--- src/rtl/gcm_iv_pkg.sv ---
// Shared helpers for the clock-derived nonce issuer.
// Assumes unsigned counters; modular subtraction handles counter wrap.
package gcm_iv_pkg;

    // Ticks elapsed from base to now, modulo the counter width
    function automatic logic [63:0] ticks_since(input logic [63:0] now, input logic [63:0] base);
        return now - base;
    endfunction

endpackage

--- src/rtl/gcm_iv_tick_timer.sv ---
// Free-running time counter: advances by one every TICK_DIV clocks.
// Assumes TICK_DIV >= 1; counter starts at zero on reset.
module gcm_iv_tick_timer #(
    parameter int CNT_W    = 64,
    parameter int TICK_DIV = 4
) (
    input  logic             clk,
    input  logic             rst_n,
    output logic [CNT_W-1:0] cnt_q
);
    localparam int DIV_W = (TICK_DIV > 1) ? $clog2(TICK_DIV) : 1;

    logic step;

    generate
        if (TICK_DIV > 1) begin : g_div
            logic [DIV_W-1:0] div_q;
            // Prescaler: wraps at TICK_DIV-1 and signals a tick
            always_ff @(posedge clk) begin
                if (!rst_n)                               div_q <= '0;
                else if (div_q == DIV_W'(TICK_DIV - 1))   div_q <= '0;
                else                                      div_q <= div_q + 1'b1;
            end
            assign step = (div_q == DIV_W'(TICK_DIV - 1));
        end else begin : g_nodiv
            assign step = 1'b1;
        end
    endgenerate

    // Time counter: one increment per tick
    always_ff @(posedge clk) begin
        if (!rst_n)    cnt_q <= '0;
        else if (step) cnt_q <= cnt_q + 1'b1;
    end
endmodule

--- src/rtl/gcm_iv_guard.sv ---
// Remembers the last issued IV and reports whether the counter is past it.
// Assumes issue is only raised when fresh is high.
module gcm_iv_guard #(
    parameter int CNT_W = 64
) (
    input  logic             clk,
    input  logic             rst_n,
    input  logic [CNT_W-1:0] cnt,
    input  logic             issue,
    output logic             fresh
);
    logic [CNT_W-1:0] last_q;

    // Last-issued record: kept across rekeys, cleared only by reset
    always_ff @(posedge clk) begin
        if (!rst_n)     last_q <= '0;
        else if (issue) last_q <= cnt;
    end

    assign fresh = (cnt > last_q);
endmodule

--- src/rtl/gcm_iv_sa_life.sv ---
// Association state: loaded flag, lifetime limit, base tick and expiry.
// Assumes load is a one-clock pulse; lifetime counts counter ticks.
module gcm_iv_sa_life #(
    parameter int CNT_W  = 64,
    parameter int LIFE_W = 32
) (
    input  logic              clk,
    input  logic              rst_n,
    input  logic [CNT_W-1:0]  cnt,
    input  logic              load,
    input  logic [LIFE_W-1:0] life,
    output logic              active,
    output logic              expired,
    output logic              usable
);
    import gcm_iv_pkg::*;

    logic [CNT_W-1:0]  base_q;
    logic [LIFE_W-1:0] lim_q;
    logic [63:0]       elapsed;
    logic              over;

    assign elapsed = ticks_since(64'(cnt), 64'(base_q));
    assign over    = (elapsed >= 64'(lim_q));

    // Load captures limit and base; no association exists after reset
    always_ff @(posedge clk) begin
        if (!rst_n) begin
            active <= 1'b0;
            base_q <= '0;
            lim_q  <= '0;
        end else if (load) begin
            active <= 1'b1;
            base_q <= cnt;
            lim_q  <= life;
        end
    end

    // Sticky expiry flag: set once lifetime is used up, cleared by a load
    always_ff @(posedge clk) begin
        if (!rst_n)              expired <= 1'b0;
        else if (load)           expired <= 1'b0;
        else if (active && over) expired <= 1'b1;
    end

    assign usable = active && !expired && !over;
endmodule

--- src/rtl/gcm_iv_sequencer.sv ---
// Top: issues strictly increasing time-based IVs under a lifetime-bounded
// association. A request stalls while the counter has not passed the last
// IV; an unusable association answers at once with an error and drops it.
// Assumes req_valid is held until req_ready.
module gcm_iv_sequencer #(
    parameter int CNT_W    = 64,
    parameter int LIFE_W   = 32,
    parameter int TICK_DIV = 4
) (
    input  logic              clk,
    input  logic              rst_n,
    input  logic              req_valid,
    output logic              req_ready,
    output logic [CNT_W-1:0]  iv_out,
    output logic              err_out,
    input  logic              sa_load,
    input  logic [LIFE_W-1:0] sa_life,
    output logic              sa_active,
    output logic              sa_expired
);
    logic [CNT_W-1:0] cnt;
    logic             fresh;
    logic             usable;
    logic             issue;

    gcm_iv_tick_timer #(.CNT_W(CNT_W), .TICK_DIV(TICK_DIV)) u_timer (
        .clk   (clk),
        .rst_n (rst_n),
        .cnt_q (cnt)
    );

    gcm_iv_sa_life #(.CNT_W(CNT_W), .LIFE_W(LIFE_W)) u_sa (
        .clk     (clk),
        .rst_n   (rst_n),
        .cnt     (cnt),
        .load    (sa_load),
        .life    (sa_life),
        .active  (sa_active),
        .expired (sa_expired),
        .usable  (usable)
    );

    gcm_iv_guard #(.CNT_W(CNT_W)) u_guard (
        .clk   (clk),
        .rst_n (rst_n),
        .cnt   (cnt),
        .issue (issue),
        .fresh (fresh)
    );

    // Handshake: serve when usable and fresh, reject at once when unusable
    assign issue     = req_valid && usable && fresh;
    assign err_out   = req_valid && !usable;
    assign req_ready = !usable || fresh;
    assign iv_out    = cnt;
endmodule

--- config.mk ---
export PLATFORM = sky130hd
export DESIGN_NAME = gcm_iv_sequencer
export DESIGN_NICKNAME = d
export VERILOG_FILES = /design/src/rtl/gcm_iv_pkg.sv /design/src/rtl/gcm_iv_tick_timer.sv /design/src/rtl/gcm_iv_guard.sv /design/src/rtl/gcm_iv_sa_life.sv /design/src/rtl/gcm_iv_sequencer.sv
export SDC_FILE = /design/constraint.sdc
export NUM_CORES = 1
export LEC_CHECK = 0
export BUFFER_PORTS_ARGS = -buffer_cell sky130_fd_sc_hd__buf_4
export CORE_MARGIN = 2
export CORE_UTILIZATION = 50
export DETAILED_ROUTE_END_ITERATION = 7
export PLACE_DENSITY = 0.76
export SYNTH_ARGS = -nofsm -noshare
export SYNTH_HDL_FRONTEND = slang
export SYNTH_HIERARCHICAL = 1
export SYNTH_SLANG_ARGS = --single-unit
--- constraint.sdc ---
create_clock -name clk -period 7.15 [get_ports clk]
set_input_delay 1.43 -clock clk [delete_from_list [all_inputs] [get_ports clk]]
set_output_delay 1.43 -clock clk [all_outputs]
set_load 0.03 [all_outputs]
**Word level (Yosys, flattened, before mapping)**

Index checks and enable logic that the tools add are counted.
W data, S select, Z words.

- Bits in registers: 228
- Bits of input ports: 36
- Output and inout port bits: 68
- Logic and storage cells: 26

- Add/subtract/negate cells: 3
- $lt $le $gt $ge: 2
- Equality and inequality tests: 1
- Bitwise logic cells: 1
- Reduce and logical (&&, ||, !) cells: 12

Operator list:

| operator | number |
|---|---|
| $add A64 B1 Y64 const B | 1 |
| $ge A64 B32 Y1 | 1 |
| $gt A64 B64 Y1 | 1 |
| $sub A64 B64 Y64 | 1 |
| $logic_and A1 B1 Y1 | 6 |
| $reduce_or A2 Y1 | 2 |
| $logic_not A1 Y1 | 3 |
| $add A2 B1 Y2 const B | 1 |
| $eq A2 B2 Y1 const B | 1 |
| $logic_or A1 B1 Y1 | 1 |
| $not A1 Y1 | 1 |

**Longest topological paths before layout**

- Word-level depth: 6
- Depth in mapped cells: 27
- Gate-level depth less buffers: 25

**By module**

Netlist, hierarchy kept.

Modules (own cells, without submodules):

| module | instances | cells each | area each (um^2) |
|---|---|---|---|
| gcm_iv_sa_life | 1 | 1233 | 9445.3 |
| gcm_iv_guard | 1 | 437 | 4012.6 |
| gcm_iv_tick_timer | 1 | 363 | 3144.3 |
| gcm_iv_sequencer | 1 | 3 | 18.8 |

**Worst setup path before layout**

No wires, ideal clock.

- Path kind: reg2out
- Start point: register u_timer.cnt_q[4]
- End point: output port req_ready
- Arrival: 4.656 ns
- Data required time: 5.720 ns
- Path slack: 1.064 ns
- Cell stages (with the launch flop): 20
- Cells stage by stage: dfxtp_1 ha_1 a21o_1 nand2b_1 o21ai_0 o21ai_0 a21boi_0 xnor2_1 ha_1 and4_1 a221o_1 a31oi_1 o21ai_0 o211ai_1 o2111ai_1 a311o_1 or4_1 nor2_1 and4_1 nand2b_1

- Cells in the longest elaborated chain, start to end: 6

RTL lines:

| item | RTL line | text |
|---|---|---|
| start: declaration | gcm_iv_tick_timer.sv:9 | `output logic [CNT_W-1:0] cnt_q` |
| start signal: assignment | gcm_iv_tick_timer.sv:33 | `else if (step) cnt_q <= cnt_q + 1'b1;` |
| $sub A64 B64 Y64 | gcm_iv_pkg.sv:7 | `return now - base;` |
| $ge A64 B32 Y1 | gcm_iv_sa_life.sv:24 | `assign over = (elapsed >= 64'(lim_q));` |
| $logic_not A1 Y1 | gcm_iv_sa_life.sv:46 | `assign usable = active && !expired && !over;` |
| $logic_and A1 B1 Y1 | gcm_iv_sa_life.sv:46 |  |
| via usable | gcm_iv_sequencer.sv:23 | `logic usable;` |
| $logic_not A1 Y1 | gcm_iv_sequencer.sv:54 | `assign req_ready = !usable \|\| fresh;` |
| $logic_or A1 B1 Y1 | gcm_iv_sequencer.sv:54 |  |
| end: declaration | gcm_iv_sequencer.sv:13 | `output logic req_ready,` |

The timed path passes the listed nets, and every way through them passes these cells.

**Final worst setup path**

- Start point: register u_timer.cnt_q[0]
- End point: output port req_ready

Same word-level chain as after synthesis.

==> impl_metrics.env <==
export IMPL_insertion_delay_ps=560
export IMPL_place_inst=2547
export IMPL_switching_share_pct=23.49
export IMPL_cp_arrival_ps=5540
export IMPL_critPathLaunch="u_timer/cnt_q[0]$_SDFFE_PN0P_"
export IMPL_layout_min_cycle_time_ps=6975
export IMPL_crit_fanout=6
export IMPL_maxSlewViolCount=0
export IMPL_num_rows=66
export IMPL_hold_class="reg -> reg"
export IMPL_drt_wirelength_per_cell_um=18.86
export IMPL_synth_warnings=6
export IMPL_p_comb_share_pct=7.6
export IMPL_status="finished clean"
export IMPL_syn_area_mm2=0.01662
export IMPL_cts_buffer_depth=3
export IMPL_synth_ff_type="dfxtp_1"
export IMPL_synthMuxAreaShare_pct=10.07
export IMPL_synth_cells=2036
export IMPL_grt_pass1_wl_mm=78.03
export IMPL_ant_nets=0
export IMPL_drt_iter0_markers=1406
export IMPL_dieArea_mm2=0.03472
export IMPL_leakage_uw=0.008211
export IMPL_fin_setup_tns_ps=0
export IMPL_final_cell_mix="228 x dfxtp_1, 186 x inv_1, 167 x nor2b_1"
export IMPL_fin_ws_ps=175.4
export IMPL_grt_pass1_vias=14760
export IMPL_crit_path_max_incr_delay_ps=540
export IMPL_r2r_cells=23
export IMPL_period_share_pct=97.55
export IMPL_fin_skew_ps=35.23
export IMPL_route_detailed_drc=0
export IMPL_r2r_slack_ps=1290
export IMPL_clkSlewWorstSetupHoldPaths_ps=60
export IMPL_slew_headroom_pct=17.17
export IMPL_tritoncts="built"
export IMPL_ys_ff_latch=228
export IMPL_cts_made_buffers=27
export IMPL_grt_max_degree=115
export IMPL_seqPwrFrac_pct=43.6
export IMPL_gp_congestion=0.9310
export IMPL_synth_compound_area_share_pct=15.49
export IMPL_seq_area_frac_synth_pct=27.46
export IMPL_dp_hpwl_mm=37.15
export IMPL_grt_overflow_total=0
export IMPL_num_vias=15360
export IMPL_peakVddDrop_mv=0.1649
export IMPL_powerDensity_mw_per_mm2=156.5
export IMPL_die_h_um=186.3
export IMPL_path_class="reg -> out"
export IMPL_finalNonFillerCells=2597
export IMPL_synth_edf_count=0
export IMPL_cts_sinks=228
export IMPL_async_reset_ff_share_pct=0
export IMPL_slowest_stage="or4_1"
export IMPL_io_pins=104
export IMPL_startpoint_type="flop"
export IMPL_gr_usage_met1_pct=38.84
export IMPL_path_cells="inv_1 > ha_1 > inv_1 > fa_1 > a21o_1 > a221o_1 > a21oi_2 > xnor2_1 > ha_1 > and4_1 > a221o_1 > a31oi_1 > o21ai_0 > o211ai_1 > o2111ai_1 > a311o_1 > or4_1 > nor2_1 > and4_2 > nand2b_1 > buf_4"
export IMPL_postSynthNetCount=2234
export IMPL_start_util_pct=50.96
export IMPL_tightest_slew_ps=1211
export IMPL_busiest_layer="met2"
export IMPL_syn2layout_area_growth_pct=13.87
export IMPL_die_x_um=186.3
export IMPL_drive_above_1_share_pct=11.79
export IMPL_synth_simple_area_share_pct=23.88
export IMPL_power_switching_uw=695.6
export IMPL_critPathCaptureType="output pin"
export IMPL_r2r_start="u_timer/cnt_q[0]$_SDFFE_PN0P_"
export IMPL_fill_cells=2903
export IMPL_internal_power_uw=2266
export IMPL_grt_use_total_pct=27.21
export IMPL_reg2reg_to="u_guard/last_q[50]$_SDFFE_PN0P_"
export IMPL_crit_path_end="req_ready"
export IMPL_antenna_cells=0
export IMPL_ys_top_cells_by_area="dfxtp_1 27%, ha_1 12%, mux2i_1 9.9%, nor2b_1 6.3%, a21oi_1 4.6%"
export IMPL_via_per_inst=5.914
export IMPL_setup_violations=0
export IMPL_nNetsFinal=2332
export IMPL_synthAdderAreaFrac_pct=12.24
export IMPL_port_buffers=103
export IMPL_yosysUniqueCellTypes=87
export IMPL_grt_use_met2_pct=42.57
export IMPL_syn_avg_cell_area_um2=8.164
export IMPL_clkPwrFrac_pct=48.7
export IMPL_utilization_pct=58.02
export IMPL_timing_hold_violations_final=0
export IMPL_cp_required_ps=5720
export IMPL_cts_root_buf="clkbuf_16"
export IMPL_dp_slack_ps=562.0
export IMPL_core_area_mm2=0.03262
export IMPL_synth_top_cell_by_area="dfxtp_1"
export IMPL_antenna_found_initial=0
export IMPL_wl_mm=48.99
export IMPL_rsz0062_at_grt="false"
export IMPL_max_freq_ghz=0.1434
export IMPL_ctsHtreeMaxLevel=1
export IMPL_synth_top_family_by_area="simple AND/OR/NAND/NOR gates"
export IMPL_dr_pass1_iters=6
export IMPL_synth_xor_area_share_pct=4.110
export IMPL_maxCapViolations=0
export IMPL_grt_util_met3_pct=3.028
export IMPL_mostFrequentLayoutCell="dfxtp_1"
export IMPL_cts_hold_buf=0
export IMPL_synth_top_cell_area_share_pct=27.46
-- state kept, by name, summed over array words and instances, names as in the netlist --
register and count:
u_sa/lim_q 32, u_sa/base_q 64, u_sa/expired 1, u_timer/g_div.div_q 2, u_sa/active 1, u_guard/last_q 64
u_timer/cnt_q 64
-- power groups by stage --
stage	registers, uW	logic (uW)	clock network [uW]
detailed placement	1320	222	0
global placement	1320	219	0
global route	1290	244	1520
CTS	1290	223	1460
finish	1290	226	1440
floorplan	1320	152	0
-- cell type report --
| cell class | instances | area (um2) | area share [%] |
|---|---|---|---|
| Clock inverter | 17 | 201.4 | 1.064 |
| Multi-Input combinational cell | 1532 | 10970 | 57.95 |
| Timing Repair Buffer | 158 | 1199 | 6.333 |
| Clock buffer | 33 | 738.2 | 3.901 |
| Sequential cell | 228 | 4564 | 24.12 |
| Inverter | 187 | 701.9 | 3.709 |
| Tap cell | 442 | 553.0 | 2.922 |
-- cell families (layout without fill, tap and decap cells) --
group           after synthesis  count (layout)
compound gates              407             407
xor+xnor                     78              78
fa+ha+maj                   162             162
buf+inv                     276             395
flops                       228             228
mux                         167             167
simple gates                718             718
-- how the worst min path moves through the flow --
stage | cells after the start | start | slack (ps) | endpoint
2_1_floorplan | 1 | u_timer/g_div.div_q[0]$_SDFF_PP0_ | 400 | u_timer/g_div.div_q[0]$_SDFF_PP0_
3_3_place_gp | 1 | u_timer/g_div.div_q[0]$_SDFF_PP0_ | 410 | u_timer/g_div.div_q[0]$_SDFF_PP0_
3_5_place_dp | 1 | u_timer/g_div.div_q[0]$_SDFF_PP0_ | 430 | u_timer/g_div.div_q[0]$_SDFF_PP0_
4_1_cts | 1 | u_timer/g_div.div_q[0]$_SDFF_PP0_ | 430 | u_timer/g_div.div_q[0]$_SDFF_PP0_
5_1_grt | 1 | u_timer/g_div.div_q[0]$_SDFF_PP0_ | 460 | u_timer/g_div.div_q[0]$_SDFF_PP0_
6_report | 1 | u_timer/g_div.div_q[0]$_SDFF_PP0_ | 430 | u_timer/g_div.div_q[0]$_SDFF_PP0_
-- routing by layer --
| metal | wire length, um | part of all wire (%) |
|---|---|---|
| met1 | 23170 | 47 |
| met2 | 21190 | 43 |
| met3 | 3074 | 6.3 |
| met4 | 1547 | 3.2 |
| met5 | 0 | 0 |
-- Yosys cell counts, drive strengths merged (36+ instances only) --
master    n
nor2b   168
a21oi   154
buf      53
ha      161
mux2i   165
nor2    110
xor2     48
inv     187
nand2   131
o21ai    93
nor3     42
nand3    56
dfxtp   228
clkbuf   36
nand4    87
-- worst max-delay path: cells and delay by family (launching register included) --
family          cells  cell delay [ps]
simple gates        5             1250
compound gates      9             2200
flops               1              310
buf+inv             3              290
fa+ha+maj           3              800
xor+xnor            1              140
-- metrics by stage --
stage          power (uW)  instance area, um2  hold slack (ps)
6_report             2962               18930            434.6
5_1_grt              3059               18930            459.5
4_1_cts              2980               18900            432.1
3_5_place_dp         1542               17960            433.3
3_3_place_gp         1538               17960            413.1
2_1_floorplan        1474               16620            404.3
-- repair_timing --
item,4_1_cts,5_1_grt
buffers inserted,0,0
gates cloned,0,0
endpoints found under the hold margin,0,0
gates resized for setup,1,7
setup endpoints to repair,2,2
No activity file was read; power rests on OpenSTA's default activity.
